<file path="config.mk">
export PLATFORM = sky130hd
export DESIGN_NAME = irq_sc_ctrl
export DESIGN_NICKNAME = d
export VERILOG_FILES = /design/src/rtl/irq_sc_pkg.sv /design/src/rtl/irq_sc_reg.sv /design/src/rtl/irq_pin_stage.sv /design/src/rtl/irq_sc_ctrl.sv
export SDC_FILE = /design/constraint.sdc
export NUM_CORES = 1
export LEC_CHECK = 0
export BUFFER_PORTS_ARGS = -buffer_cell sky130_fd_sc_hd__buf_4
export CORE_MARGIN = 1
export CORE_UTILIZATION = 45
export CTS_CLUSTER_SIZE = 14
export DETAILED_ROUTE_END_ITERATION = 8
export PLACE_DENSITY = 0.75
export SLEW_MARGIN = 40
export SYNTH_ARGS = -nofsm -noshare
export SYNTH_HDL_FRONTEND = slang
export SYNTH_HIERARCHICAL = 1
export SYNTH_SLANG_ARGS = --single-unit
export TNS_END_PERCENT = 50
</file>
<file path="constraint.sdc">
create_clock -name clk -period 1.4 [get_ports clk]
set_input_delay 0 -clock clk [delete_from_list [all_inputs] [get_ports clk]]
set_output_delay 0 -clock clk [all_outputs]
set_load 0.02 [all_outputs]
</file>
<file path="src/rtl/irq_sc_pkg.sv">
package irq_sc_pkg;
  localparam int NUM_SRC = 6;
  localparam int DATA_W  = 8;
  localparam int CFG_W   = 2;
  localparam int SEL_W   = 2;
  localparam int ACT_BIT = DATA_W - 1;

  typedef enum logic [SEL_W-1:0] {
    SEL_EN  = 2'd0,
    SEL_REQ = 2'd1,
    SEL_CFG = 2'd2,
    SEL_NONE = 2'd3
  } sel_e;

  localparam logic [CFG_W-1:0] CFG_RESET = 2'b10;
endpackage

</file>
<file path="src/rtl/irq_sc_reg.sv">
module irq_sc_reg #(
  parameter int W = 6
) (
  input  logic         clk,
  input  logic         rst_n,
  input  logic         wr_hit,
  input  logic         wr_set,
  input  logic [W-1:0] wr_mask,
  input  logic [W-1:0] evt,
  output logic [W-1:0] q
);
  for (genvar i = 0; i < W; i++) begin : g_bit
    always_ff @(posedge clk) begin
      if (!rst_n) begin
        q[i] <= 1'b0;
      end else if (evt[i]) begin
        q[i] <= 1'b1;
      end else if (wr_hit && wr_mask[i]) begin
        q[i] <= wr_set;
      end
    end
  end
endmodule

</file>
<file path="src/rtl/irq_pin_stage.sv">
module irq_pin_stage (
  input  logic flag,
  input  logic invert,
  input  logic push_pull,
  output logic pin_o,
  output logic pin_oe
);
  logic level;
  assign level = flag ^ invert;

  always_comb begin
    if (push_pull) begin
      pin_o  = level;
      pin_oe = 1'b1;
    end else begin
      pin_o  = 1'b0;
      pin_oe = ~level;
    end
  end
endmodule

</file>
<file path="src/rtl/irq_sc_ctrl.sv">
module irq_sc_ctrl
  import irq_sc_pkg::*;
(
  input  logic                clk,
  input  logic                rst_n,
  input  logic [NUM_SRC-1:0]  evt_i,
  input  logic                wr_en,
  input  logic [SEL_W-1:0]    wr_sel,
  input  logic [DATA_W-1:0]   wr_data,
  input  logic [SEL_W-1:0]    rd_sel,
  output logic [DATA_W-1:0]   rd_data,
  output logic                irq_flag,
  output logic                irq_pin_o,
  output logic                irq_pin_oe
);
  localparam int PAD_SC  = DATA_W - NUM_SRC;
  localparam int PAD_CFG = DATA_W - CFG_W;

  logic [NUM_SRC-1:0] req_q;
  logic [NUM_SRC-1:0] en_q;
  logic [CFG_W-1:0]   cfg_q;
  logic               hit_en, hit_req;
  logic               unused_bits;

  assign hit_en  = wr_en && (wr_sel == SEL_EN);
  assign hit_req = wr_en && (wr_sel == SEL_REQ);
  assign unused_bits = &{1'b0, wr_data[DATA_W-2:NUM_SRC]};

  irq_sc_reg #(.W(NUM_SRC)) u_en (
    .clk(clk), .rst_n(rst_n), .wr_hit(hit_en), .wr_set(wr_data[ACT_BIT]),
    .wr_mask(wr_data[NUM_SRC-1:0]), .evt('0), .q(en_q)
  );

  irq_sc_reg #(.W(NUM_SRC)) u_req (
    .clk(clk), .rst_n(rst_n), .wr_hit(hit_req), .wr_set(wr_data[ACT_BIT]),
    .wr_mask(wr_data[NUM_SRC-1:0]), .evt(evt_i), .q(req_q)
  );

  always_ff @(posedge clk) begin
    if (!rst_n) begin
      cfg_q <= CFG_RESET;
    end else if (wr_en && (wr_sel == SEL_CFG)) begin
      cfg_q <= wr_data[CFG_W-1:0];
    end
  end

  assign irq_flag = |(req_q & en_q);

  irq_pin_stage u_pin (
    .flag(irq_flag), .invert(cfg_q[0]), .push_pull(cfg_q[1]),
    .pin_o(irq_pin_o), .pin_oe(irq_pin_oe)
  );

  always_comb begin
    unique case (rd_sel)
      SEL_EN:  rd_data = {{PAD_SC{1'b0}}, en_q};
      SEL_REQ: rd_data = {{PAD_SC{1'b0}}, req_q};
      SEL_CFG: rd_data = {{PAD_CFG{1'b0}}, cfg_q};
      default: rd_data = '0;
    endcase
  end
endmodule

</file>
After elaboration in Yosys (flattened, before gate mapping)
Index checks and enable logic that the tools add are counted.
{"block": "word_totals", "regBits": 14, "inputBits": 21, "out_inout_bits": 11, "word_cells": 59}
{"block": "classes", "eq_ne": 4, "n_mux": 15, "bitwise": 3, "n_reduce_logical": 24}
{"cell": "case mux 6 bit (3 select lines)", "count": 1}
{"cell": "logical AND 1 bit", "count": 15}
{"cell": "2-to-1 mux 1 bit", "count": 14}
{"cell": "nonzero test 2 bit", "count": 6}
{"cell": "AND 6 bit", "count": 1}
{"cell": "OR reduction 6 bit", "count": 1}
{"cell": "equality test 2 x 1 -> 1 bit (second input constant)", "count": 2}
{"cell": "equality test 2 bit (second input constant)", "count": 2}
{"cell": "zero test 2 bit", "count": 2}
{"cell": "inverter 1 bit", "count": 1}
{"cell": "bitwise XOR 1 bit", "count": 1}

Depth between registers and ports, before layout
{"block": "depth", "depth_word": 5, "depth_mapped": 4, "depth_no_buf": 4}

Cells and area by module
Netlist, hierarchy kept.
{"mod": "irq_sc_reg", "instances": 2, "cells_per_inst": 25, "area_per_inst_um2": 269.0, "seq_area_each_um2": 120.1}
{"mod": "irq_sc_ctrl", "instances": 1, "cells_per_inst": 33, "area_per_inst_um2": 267.8, "seq_area_each_um2": 40.0}
{"mod": "irq_pin_stage", "instances": 1, "cells_per_inst": 3, "area_per_inst_um2": 21.3, "seq_area_each_um2": 0.0}

Worst setup path after synthesis
Ideal clock, no wire load.
{"block": "synth_path", "kind": "register to output", "start": "reg u_en.q[2]", "end": "out irq_pin_o", "t_arrival_ns": 1.176, "required_ns": 1.400, "setup_slack_ns": 0.224, "stages_incl_launch_ff": 5, "path_buffers": 0, "path_cell_list": "dfxtp_1 -> a22oi_1 -> nand3_1 -> xor2_1 -> and2_1"}
{"block": "synth_between", "elab_chain_len": 4}
{"element": "from (decl)", "line_no": "irq_sc_reg.sv:10", "text": "output logic [W-1:0] q"}
{"element": "from (signal, indexed assignment)", "line_no": "irq_sc_reg.sv:19", "text": "q[i] <= wr_set;"}
{"element": "AND 6 bit", "line_no": "irq_sc_ctrl.sv:47", "text": "assign irq_flag = |(req_q & en_q);"}
{"element": "OR reduction 6 bit", "line_no": "irq_sc_ctrl.sv:47"}
{"element": "named net irq_flag", "line_no": "irq_sc_ctrl.sv:12", "text": "output logic irq_flag,"}
{"element": "bitwise XOR 1 bit", "line_no": "irq_pin_stage.sv:9", "text": "assign level = flag ^ invert;"}
{"element": "2-to-1 mux 1 bit", "line_no": "irq_pin_stage.sv:12", "text": "if (push_pull) begin"}
{"element": "to (decl)", "line_no": "irq_sc_ctrl.sv:13", "text": "output logic irq_pin_o,"}
The timed path passes the listed nets, and every way through them passes these cells.

Worst setup path after layout
{"block": "layout_path", "start": "reg u_req.q[1]", "end": "out irq_pin_o"}
{"block": "layout_between", "elab_chain_len": 4}
{"element": "from (decl)", "line_no": "irq_sc_reg.sv:10"}
{"element": "from (signal, indexed assignment)", "line_no": "irq_sc_reg.sv:19"}
{"element": "AND 6 bit", "line_no": "irq_sc_ctrl.sv:47"}
{"element": "OR reduction 6 bit", "line_no": "irq_sc_ctrl.sv:47"}
{"element": "bitwise XOR 1 bit", "line_no": "irq_pin_stage.sv:9"}
{"element": "2-to-1 mux 1 bit", "line_no": "irq_pin_stage.sv:12"}
Every way passes these cells.

==> reports/qor.txt <==
pre-CTS setup slack -> 0.2765 ns
CP cell instances -> a22oi_2 -> nand3_2 -> xor2_2 -> and2_1 -> buf_6
Power, Total -> 1.085 mW
post-DR vias/cell -> 5.461
main combinational cell family by area after synthesis -> compound AO/OA/AOI/OAI gates
number of diodes -> 0
cell taking the most area after synthesis -> dfxtp_1
peak supply drop -> 663.4 uV
Final Critical Period -> 1.405 ns
Sw Share -> 29.47%
Final Hold Fails -> 0
Synth Area in Adders -> 0%
Max Freq -> 0.7118 GHz
CP Buf/Inv Count -> 1
Clk pin slew, worst setup/hold paths -> 0.09 ns
Comb pwr share -> 29.9%
Starting DRT DRC Count -> 21
Synth Cell Area -> 827.0 um2
Flop pwr share -> 42.3%
clock root cell -> clkbuf_4
width of the die -> 44.87 um
Placer Congestion -> 0.7114
Critical Path Start Type -> flip-flop
final cell count without fillers -> 165
max incr delay on CP -> 0.34 ns
violated checks -> setup timing
Layout area overhead -> 53.56%
htree depth -> 1
crit share post-route -> 100.3%
post-synthesis cell type count -> 23
Clk Latency, worst-skew pair -> 0.29 ns
WP data required -> 1.40 ns
Critical Path Slowest Stage Cell -> dfxtp_2
DRT met1 WL -> 942 um
Reg2Reg Setup Slack -> 0.44 ns
number of core rows -> 15
hpwl dp -> 1445 um
DR pass1 iterations -> 4
Synth Register Bits -> 14
Synth Warn # -> 6
share of cells above drive strength 1 -> 40.00%
average size of a mapped cell -> 9.617 um2
WL met2 -> 1131 um
Gate Count Post-Synth -> 86
Residual DRC -> 0
Die Footprint -> 2013 um2
CP endpoint kind -> primary output
CTS Buf Count -> 3
Vert. Die Dim -> 44.87 um
sequential area share after synthesis -> 33.89%
Initial Utilization -> 47.90%
Total Nets Final -> 162
Arr. time, crit path -> 1.40 ns
LEAKAGE -> 0.5873 nW
number of global-route vias before repair -> 835
worst hold path type -> in -> reg
Congestion Overflow GR -> 0
CORE AREA -> 1727 um2
Max Cap Viol -> 0
first-pass GRT wire length -> 3498 um
Detail Route met3 WL -> 110 um
top sig layer -> met4
XOR/XNOR Fraction of Synth Area -> 1.059%
synth top area cells -> dfxtp_1 34%, o311a_1 15%, a211o_1 8.5%, mux2i_1 8.5%, nand2_1 6.4%
unrepaired setup endpoints after global routing -> yes
drt total wl -> 2214 um
Setup CP Type -> reg -> out
delay-heaviest family, CP -> flip-flops
status -> finished with violations
clk_skew -> 0 ns
pwr/cell area -> 854.4 nW/um2
dpl cells -> 147
CTS Buffer Depth -> 2
Yosys top cell area share -> 33.89%
pin count of the biggest net entering global routing -> 16
final worst setup slack -> -0.004792 ns
All-Layer GR Usage -> 23.75%
Power Internal -> 765.3 uW
Psw -> 319.7 uW
Final ANT Viol Nets -> 0
clock sinks -> 14
I/O Buffers -> 28
clock power share -> 27.9%
initial antenna violation count -> 0
mux cell area share after synthesis -> 8.472%
CTS tree -> built
post-synthesis compound-gate area fraction -> 33.59%
Critical Path Fanout Max -> 3
via count -> 901
Ports -> 32
setup violators final -> 1
simple-gate share of the synthesized area -> 15.28%
WL per Instance -> 13.42 um
Slew Viols, Final -> 0
## layout by cell type, fill, tap and decap left out, types with 2 or more instances in the layout
master          n
a211o_2         4
a211o_1         8
nand2_1        14
mux2i_1         7
dfxtp_1         7
nor2_1          4
clkbuf_4        3
dlygate4sd3_1   8
o311a_1        12
conb_1         14
o2bb2ai_1       2
buf_4          34
dfxtp_2         7
a22oi_2         3
## final timing paths
| kind | start | to | cells after the start |
|---|---|---|---|
| worst max register to register | u_req/q[0] | u_req/q[0] | 3 |
| worst max-delay path | u_req/q[1] | irq_pin_o | 5 |
| worst min register to register | cfg_q[1] | cfg_q[1] | 2 |
| worst min-delay path | wr_en | cfg_q[1] | 3 |
## final cells by class
| class | instances | area [um2] |
|---|---|---|
| repair buffers | 43 | 346.6 |
| clock buffers | 4 | 36.28 |
| well taps | 25 | 31.28 |
| inverters | 1 | 3.754 |
| flip-flops and latches | 14 | 289.0 |
| multi-input cells | 78 | 563.0 |
| fillers | 145 | 456.7 |
## power groups by stage
| stage | Clock [mW] | Sequential (mW) | Combinational [mW] |
|---|---|---|---|
| after floorplan | 0 | 0.454 | 0.160 |
| after global placement | 0 | 0.461 | 0.257 |
| after detailed placement | 0 | 0.463 | 0.263 |
| after CTS | 0.308 | 0.457 | 0.308 |
| after global routing | 0.330 | 0.463 | 0.349 |
| final | 0.302 | 0.459 | 0.324 |
## flip-flops by register name (all words and copies together) (netlist names)
signal   count
cfg_q        2
u_req/q      6
u_en/q       6
## per-stage QoR
stage | utilization (%) | area, um2 | hold slack (ns) | TNS (ns)
2_1_floorplan | - | 875.8 | 0.08887 | 0
3_3_place_gp | 61.88 | 1069 | 0.2577 | 0
3_5_place_dp | 61.88 | 1069 | 0.2631 | 0
4_1_cts | 72.03 | 1244 | 0.006145 | -0.0006760
5_1_grt | 73.55 | 1270 | 0.01858 | -0.05459
6_report | 73.55 | 1270 | 0.007837 | -0.004792
## worst register-to-register path: cells and delay by family, from the launching register on
family	cells	cell delay [ns]
flops	1	0.34
compound gates	2	0.39
buf+inv	1	0.13
## layer usage
layer / GRT usage [%] / vias to the layer above
met5: 0 / -
met4: 6.061 / 0
met3: 6.400 / 7
met2: 45.29 / 33
met1: 25.62 / 433
li1: - / 428
## Yosys cell counts, drive strengths merged
library cell / instances
nor2: 4
dfxtp: 14
o2bb2ai: 2
and2: 1
buf: 6
mux2i: 7
o211ai: 1
o311a: 12
inv: 1
a22oi: 3
nand2b: 1
xor2: 1
nand2: 14
a211o: 12
nor2b: 1
nor3b: 1
nand3: 1
conb: 1
and3b: 2
nand4b: 1
## cell families (layout without fill, tap and decap cells)
kind of cell              after synthesis  in the layout
AOI/OAI and AO/OA                      30             30
and+or+nand+nor                        26             26
DFF                                    14             14
muxes                                   7              7
buffers and inverters                   7             48
other                                   1             14
xor gates and xnor gates                1              1
## what timing repair did
item                                   CTS  global route
buffers inserted                         5             1
pin swaps                                4             3
hold buffers                             7             1
endpoints found under the hold margin    7             1
gates resized for setup                 11             2
setup endpoints to repair                1             2
Power figures use the tool's default switching activity.
